--- src/rtl/tmr_rcv_pkg.sv ---
package tmr_rcv_pkg;

    typedef enum logic [2:0] {
        ST_IDLE    = 3'd0,
        ST_RETRY   = 3'd1,
        ST_WAIT    = 3'd2,
        ST_REPLACE = 3'd3,
        ST_RESTART = 3'd4
    } rcv_state_e;

endpackage

--- src/rtl/rcv_escalate_judge.sv ---
// Decides between another retry and replacement; also forms the
// saturated cost after one more retry.
module rcv_escalate_judge #(
    parameter int CNT_W  = 4,
    parameter int COST_W = 8,
    parameter int SUM_W  = 13
) (
    input  logic [CNT_W:0]    fails_after,
    input  logic [CNT_W-1:0]  max_retries,
    input  logic [SUM_W-1:0]  cost_now,
    input  logic [COST_W-1:0] retry_cost,
    input  logic [SUM_W-1:0]  replace_cost,
    output logic [SUM_W-1:0]  cost_after,
    output logic              escalate
);
    localparam int EXT_W = SUM_W + 1;

    logic [EXT_W-1:0] cost_ext;
    logic             too_many;
    logic             too_costly;

    always_comb begin
        cost_ext   = {1'b0, cost_now} + EXT_W'(retry_cost);
        too_many   = fails_after > {1'b0, max_retries};
        too_costly = cost_ext > {1'b0, replace_cost};
        escalate   = too_many | too_costly;
        if (cost_ext[EXT_W-1]) begin
            cost_after = '1;
        end else begin
            cost_after = cost_ext[SUM_W-1:0];
        end
    end
endmodule

--- src/rtl/rcv_sat_ctr.sv ---
module rcv_sat_ctr #(
    parameter int W = 3
) (
    input  logic         clk,
    input  logic         rst_n,
    input  logic         inc,
    output logic [W-1:0] count
);
    localparam logic [W-1:0] TOP = '1;

    logic [W-1:0] count_d;
    logic [W-1:0] count_q;

    always_comb begin
        count_d = count_q;
        if (inc && (count_q != TOP)) begin
            count_d = count_q + 1'b1;
        end
    end

    always_ff @(posedge clk or negedge rst_n) begin
        if (!rst_n) begin
            count_q <= '0;
        end else begin
            count_q <= count_d;
        end
    end

    assign count = count_q;

    AST_REP_SATURATE: assert property (@(posedge clk) disable iff (!rst_n)
        (count_q == TOP) |=> (count_q == TOP));
    AST_REP_STEP: assert property (@(posedge clk) disable iff (!rst_n)
        (inc && count_q != TOP) |=> (count_q == $past(count_q) + 1'b1));
endmodule

--- src/rtl/tmr_recovery_ctrl.sv ---
module tmr_recovery_ctrl
    import tmr_rcv_pkg::*;
#(
    parameter  int CNT_W  = 4,
    parameter  int COST_W = 8,
    parameter  int REP_W  = 3,
    localparam int SUM_W  = COST_W + CNT_W + 1,
    localparam int FAIL_W = CNT_W + 1
) (
    input  logic              clk,
    input  logic              rst_n,
    input  logic              vote_valid,
    input  logic              vote_fail,
    input  logic              task_done,
    input  logic [CNT_W-1:0]  cfg_max_retries,
    input  logic [COST_W-1:0] cfg_retry_cost,
    input  logic [SUM_W-1:0]  cfg_replace_cost,
    output logic              retry_req,
    output logic              replace_req,
    output logic              restart_req,
    output logic [FAIL_W-1:0] fail_cnt,
    output logic [SUM_W-1:0]  cost_sum,
    output logic [REP_W-1:0]  replace_total
);
    typedef struct packed {
        rcv_state_e        state;
        logic [FAIL_W-1:0] fails;
        logic [SUM_W-1:0]  cost;
    } rcv_regs_t;

    localparam logic [FAIL_W-1:0] FAIL_TOP = '1;

    rcv_regs_t r_d;
    rcv_regs_t r_q;

    logic              fail_seen;
    logic [FAIL_W-1:0] fails_inc;
    logic [FAIL_W-1:0] fails_judged;
    logic [SUM_W-1:0]  cost_after;
    logic              escalate;

    always_comb begin
        fail_seen = vote_valid & vote_fail;
        if (r_q.fails == FAIL_TOP) begin
            fails_inc = r_q.fails;
        end else begin
            fails_inc = r_q.fails + 1'b1;
        end
        fails_judged = (r_q.state == ST_WAIT) ? fails_inc : r_q.fails;
    end

    rcv_escalate_judge #(
        .CNT_W (CNT_W),
        .COST_W(COST_W),
        .SUM_W (SUM_W)
    ) u_judge (
        .fails_after (fails_judged),
        .max_retries (cfg_max_retries),
        .cost_now    (r_q.cost),
        .retry_cost  (cfg_retry_cost),
        .replace_cost(cfg_replace_cost),
        .cost_after  (cost_after),
        .escalate    (escalate)
    );

    always_comb begin
        r_d = r_q;
        case (r_q.state)
            ST_IDLE: begin
                if (fail_seen) begin
                    r_d.state = escalate ? ST_REPLACE : ST_RETRY;
                end
            end
            ST_RETRY: begin
                r_d.cost  = cost_after;
                r_d.state = ST_WAIT;
            end
            ST_WAIT: begin
                if (fail_seen) begin
                    r_d.fails = fails_inc;
                    r_d.state = escalate ? ST_REPLACE : ST_RETRY;
                end else if (task_done) begin
                    r_d.fails = '0;
                    r_d.cost  = '0;
                    r_d.state = ST_IDLE;
                end
            end
            ST_REPLACE: begin
                r_d.fails = '0;
                r_d.cost  = '0;
                r_d.state = ST_RESTART;
            end
            ST_RESTART: begin
                r_d.state = ST_IDLE;
            end
            default: begin
                r_d.state = ST_IDLE;
            end
        endcase
    end

    always_ff @(posedge clk or negedge rst_n) begin
        if (!rst_n) begin
            r_q.state <= ST_IDLE;
            r_q.fails <= '0;
            r_q.cost  <= '0;
        end else begin
            r_q <= r_d;
        end
    end

    rcv_sat_ctr #(
        .W(REP_W)
    ) u_rep_ctr (
        .clk  (clk),
        .rst_n(rst_n),
        .inc  (r_q.state == ST_REPLACE),
        .count(replace_total)
    );

    assign retry_req   = (r_q.state == ST_RETRY);
    assign replace_req = (r_q.state == ST_REPLACE);
    assign restart_req = (r_q.state == ST_RESTART);
    assign fail_cnt    = r_q.fails;
    assign cost_sum    = r_q.cost;

    AST_SINGLE_REQ: assert property (@(posedge clk) disable iff (!rst_n)
        $onehot0({retry_req, replace_req, restart_req}));
    AST_RETRY_PULSE: assert property (@(posedge clk) disable iff (!rst_n)
        retry_req |=> !retry_req);
    AST_RESTART_FOLLOWS: assert property (@(posedge clk) disable iff (!rst_n)
        replace_req |=> (restart_req && fail_cnt == '0 && cost_sum == '0));
    AST_CLEAR_ON_PASS: assert property (@(posedge clk) disable iff (!rst_n)
        (r_q.state == ST_WAIT && task_done && !(vote_valid && vote_fail))
        |=> (fail_cnt == '0 && cost_sum == '0 && !retry_req && !replace_req));
    AST_FAIL_WINS: assert property (@(posedge clk) disable iff (!rst_n)
        (r_q.state == ST_WAIT && vote_valid && vote_fail && task_done)
        |=> (retry_req || replace_req));
    AST_COST_CHARGED: assert property (@(posedge clk) disable iff (!rst_n)
        retry_req |=> (cost_sum >= $past(cost_sum)));
endmodule

--- config.mk ---
export PLATFORM = sky130hd
export DESIGN_NAME = tmr_recovery_ctrl
export DESIGN_NICKNAME = d
export VERILOG_FILES = /design/src/rtl/tmr_rcv_pkg.sv /design/src/rtl/rcv_escalate_judge.sv /design/src/rtl/rcv_sat_ctr.sv /design/src/rtl/tmr_recovery_ctrl.sv
export SDC_FILE = /design/constraint.sdc
export NUM_CORES = 1
export LEC_CHECK = 0
export BUFFER_PORTS_ARGS = -buffer_cell sky130_fd_sc_hd__buf_2
export CORE_UTILIZATION = 49
export CTS_CLUSTER_DIAMETER = 150
export DETAILED_ROUTE_END_ITERATION = 16
export PLACE_DENSITY = 0.77
export SETUP_SLACK_MARGIN = 0.4
export SYNTH_ARGS = -nofsm -noshare
export SYNTH_HDL_FRONTEND = slang
export SYNTH_SLANG_ARGS = --single-unit
--- constraint.sdc ---
create_clock -name clk -period 3.57 [get_ports clk]
set_clock_uncertainty 0.2 [all_clocks]
set_input_delay 0.1785 -clock clk [delete_from_list [all_inputs] [get_ports clk]]
set_output_delay 0.1785 -clock clk [all_outputs]
set_load 0.03 [all_outputs]
==> results.md <==
- I/O pin cnt: 54
- Fill count: 415
- Avg Cell Area, Syn: 8.27 sq um
- Clk slew on worst S/H paths: 100 ps
- Final cycle utilization of the critical path: 94.6%
- Yosys cell types: 43
- Pre-antenna DRT Iters: 4
- Yosys warnings: 0
- Post-synth top area share: 27.3%
- Post-synth EDFFs: 0
- Slew HR: 60.9%
- Internal power: 935 uW
- CTS buffer count: 3
- Die width: 69.0 microns
- Power Density: 669 nW/um^2
- P_leak: 1.40 nW
- Area Overhead vs Synth: 17.0%
- Clock Path Buffers: 2
- Crit path arrival time: 3350 ps
- Max-cap violations: 0
- Layout cells sized above 1: 27.1%
- Crit path max fanout: 2
- Leading area contributor after synthesis: dfrtp_1
- Antenna cells: 0
- Most frequent cells in the layout: buf_2, nand2_1, ha_1, inv_1, dfrtp_1
- Achievable frequency: 296 MHz
- Final Hold Viols: 0
- Row cnt: 24
- Ys flop type: dfrtp_1
- DRC viols: 0
- Tmin final: 3380 ps
- Hold Crit Class: in -> reg
- Mean routed wirelength per cell: 14.0 microns
- CORE AREA: 4320 sq um
- Finished Cell Area: 2570 sq um
- DIE HEIGHT: 69.0 microns
- Status: complete, no violations
- Sequential fraction of the synthesis area: 27.3%
- Clk Latency, worst-skew pair: 280 ps
- Routed vias: 1986
- Clock share of power: 14.5%
- CTS tree: yes
- FF+latch area: 601 sq um
- Critical path type: reg -> reg
- HPWL Detailed: 3840 microns
- First-pass GRT wire length: 8760 microns
- Sw Share: 45.8%
- Asr flop ratio synth: 100%
- Syn_nets: 325
- Final Non-Filler Cells: 362
- Grt ovf: 0
- CTS root buf: clkbuf_8
- CP Capture Type: flip-flop
- Gpl congestion: 0.852
- RSZ-0062 raised after global routing: true
- Mapped Area: 2200 sq um
- Commonest non-fill, non-tap cell in the layout: buf_2
- Logic pwr share: 60.7%
- Total global-route track usage: 22.3%
- Multi-input gate area in the final layout: 1370 sq um
- Sw Pwr: 789 uW
- Largest net degree at the start of global routing: 25
- DR vias/cell: 5.49
- Initial antenna violation count: 0
- DRT iter0 DRCs: 137
- Syn Inst Count: 266
- Initial core utilization: 50.9%
- Fin. max-slew vios: 0
- Placed cell count: 348
- PnR worst setup slack: 192 ps
- Synthesized flop and latch total: 24
- Sequential share of power: 24.8%
- Vias in the first global route: 1958
- CP Launch Type: flip-flop
- Setup violators final: 0
- Die area: 4760 sq um
- Final wirelength: 5060 microns
- Final ANT Viol Nets: 0
- Port Buf Inserts: 53
- Top post-synthesis cells by area: dfrtp_1, ha_1, buf_4
- CP required: 3540 ps
- Reg2Reg Setup Slack: 190 ps
- CTS Sinks: 24
- Max IR drop VDD: 0.247 mV
- Final Power: 1.72 mW
- Layout Utilization: 59.5%
- Setup TNS: 0 ps
- H-tree depth: 1
- Nets: 370
- Dpl cell area: 2390 sq um
- Pre-CTS WS: 174 ps
- Slew @ Worst Pin: 587 ps
- Hold_ws: 93.3 ps
## logic make-up (layout without fill, tap and decap cells)
logic type      count (synthesis)  after routing  synth area share (%)
buf+inv                        52             96                  12.2
flops                          24             24                  27.3
xor+xnor                       12             12                  4.78
mux                             3              3                  1.53
fa+ha+maj                      29             29                  16.8
simple gates                   70             70                  14.2
compound gates                 76             76                  23.1
## repair_timing
item                       4_1_cts  5_1_grt
resized for setup                2        3
pin swaps                        9        1
hold buffers                     3        0
setup endpoints to repair        1        1
setup buffers                    6        1
hold endpoints to repair        25        0
## power groups by stage
stage / Sequential, mW / Combinational [mW] / Clock (mW)
2_1_floorplan: 0.432 / 0.797 / 0
3_3_place_gp: 0.424 / 0.962 / 0
3_5_place_dp: 0.429 / 0.981 / 0
4_1_cts: 0.426 / 1.03 / 0.253
5_1_grt: 0.439 / 1.17 / 0.263
6_report: 0.427 / 1.05 / 0.250
## routing by layer
metal	up-vias	global-route usage, %	share of wire [%]
li1	1016	-	-
met1	911	29.5	48
met2	53	37.2	47
met3	6	3.51	4.5
met4	0	7.26	1.0
met5	-	0	0
## registers in the layout, summed over array words and instances (netlist names)
| name | cells |
|---|---|
| u_rep_ctr.count | 3 |
| cost_sum | 13 |
| r_q | 3 |
| fail_cnt | 5 |
## synthesized netlist by cell type (all sizes together) (2+ instances only)
master,count
nand4,5
o41ai,3
a221o,2
inv,26
dfrtp,24
a31oi,3
xnor2,7
nor2b,3
a41oi,2
mux2,3
a21o,7
nor2,17
o21ai,23
nand3,7
nand2,28
a22o,2
xor2,5
buf,23
or2,2
o2bb2ai,2
ha,28
clkbuf,3
a21oi,21
nor3,4
## final timing paths
| check | start | endpoint | cells past startpoint |
|---|---|---|---|
| max | cost_sum[0] | r_q[19] | 13 |
| min | cfg_retry_cost[0] | cost_sum[0] | 4 |
| max reg2reg | cost_sum[0] | r_q[19] | 13 |
| min reg2reg | cost_sum[4] | cost_sum[4] | 2 |
| max in group asynchronous | rst_n | cost_sum[10] | 2 |
| min in group asynchronous | rst_n | fail_cnt[1] | 2 |
## critical path, cell delays in order, from the launching register on
cell and delay [ps]:
dfrtp_1 420, ha_4 180, fa_2 390, a21oi_2 170, o22ai_2 130, o41ai_4 250
nor2_1 120, xor2_1 150, ha_1 320, nand4_1 90, nor2_1 60, a221o_1 310
a221o_1 290, o21a_1 170
## final cells by class
class / instances / share of cell area (%)
Inverter: 26 / 3.79
Multi-Input combinational cell: 190 / 53.2
Clock inverter: 1 / 1.17
Tap cell: 52 / 2.53
Clock buffer: 3 / 1.60
Sequential cell: 24 / 23.3
Timing Repair Buffer: 66 / 14.4
(Power assumes the default switching activity.)
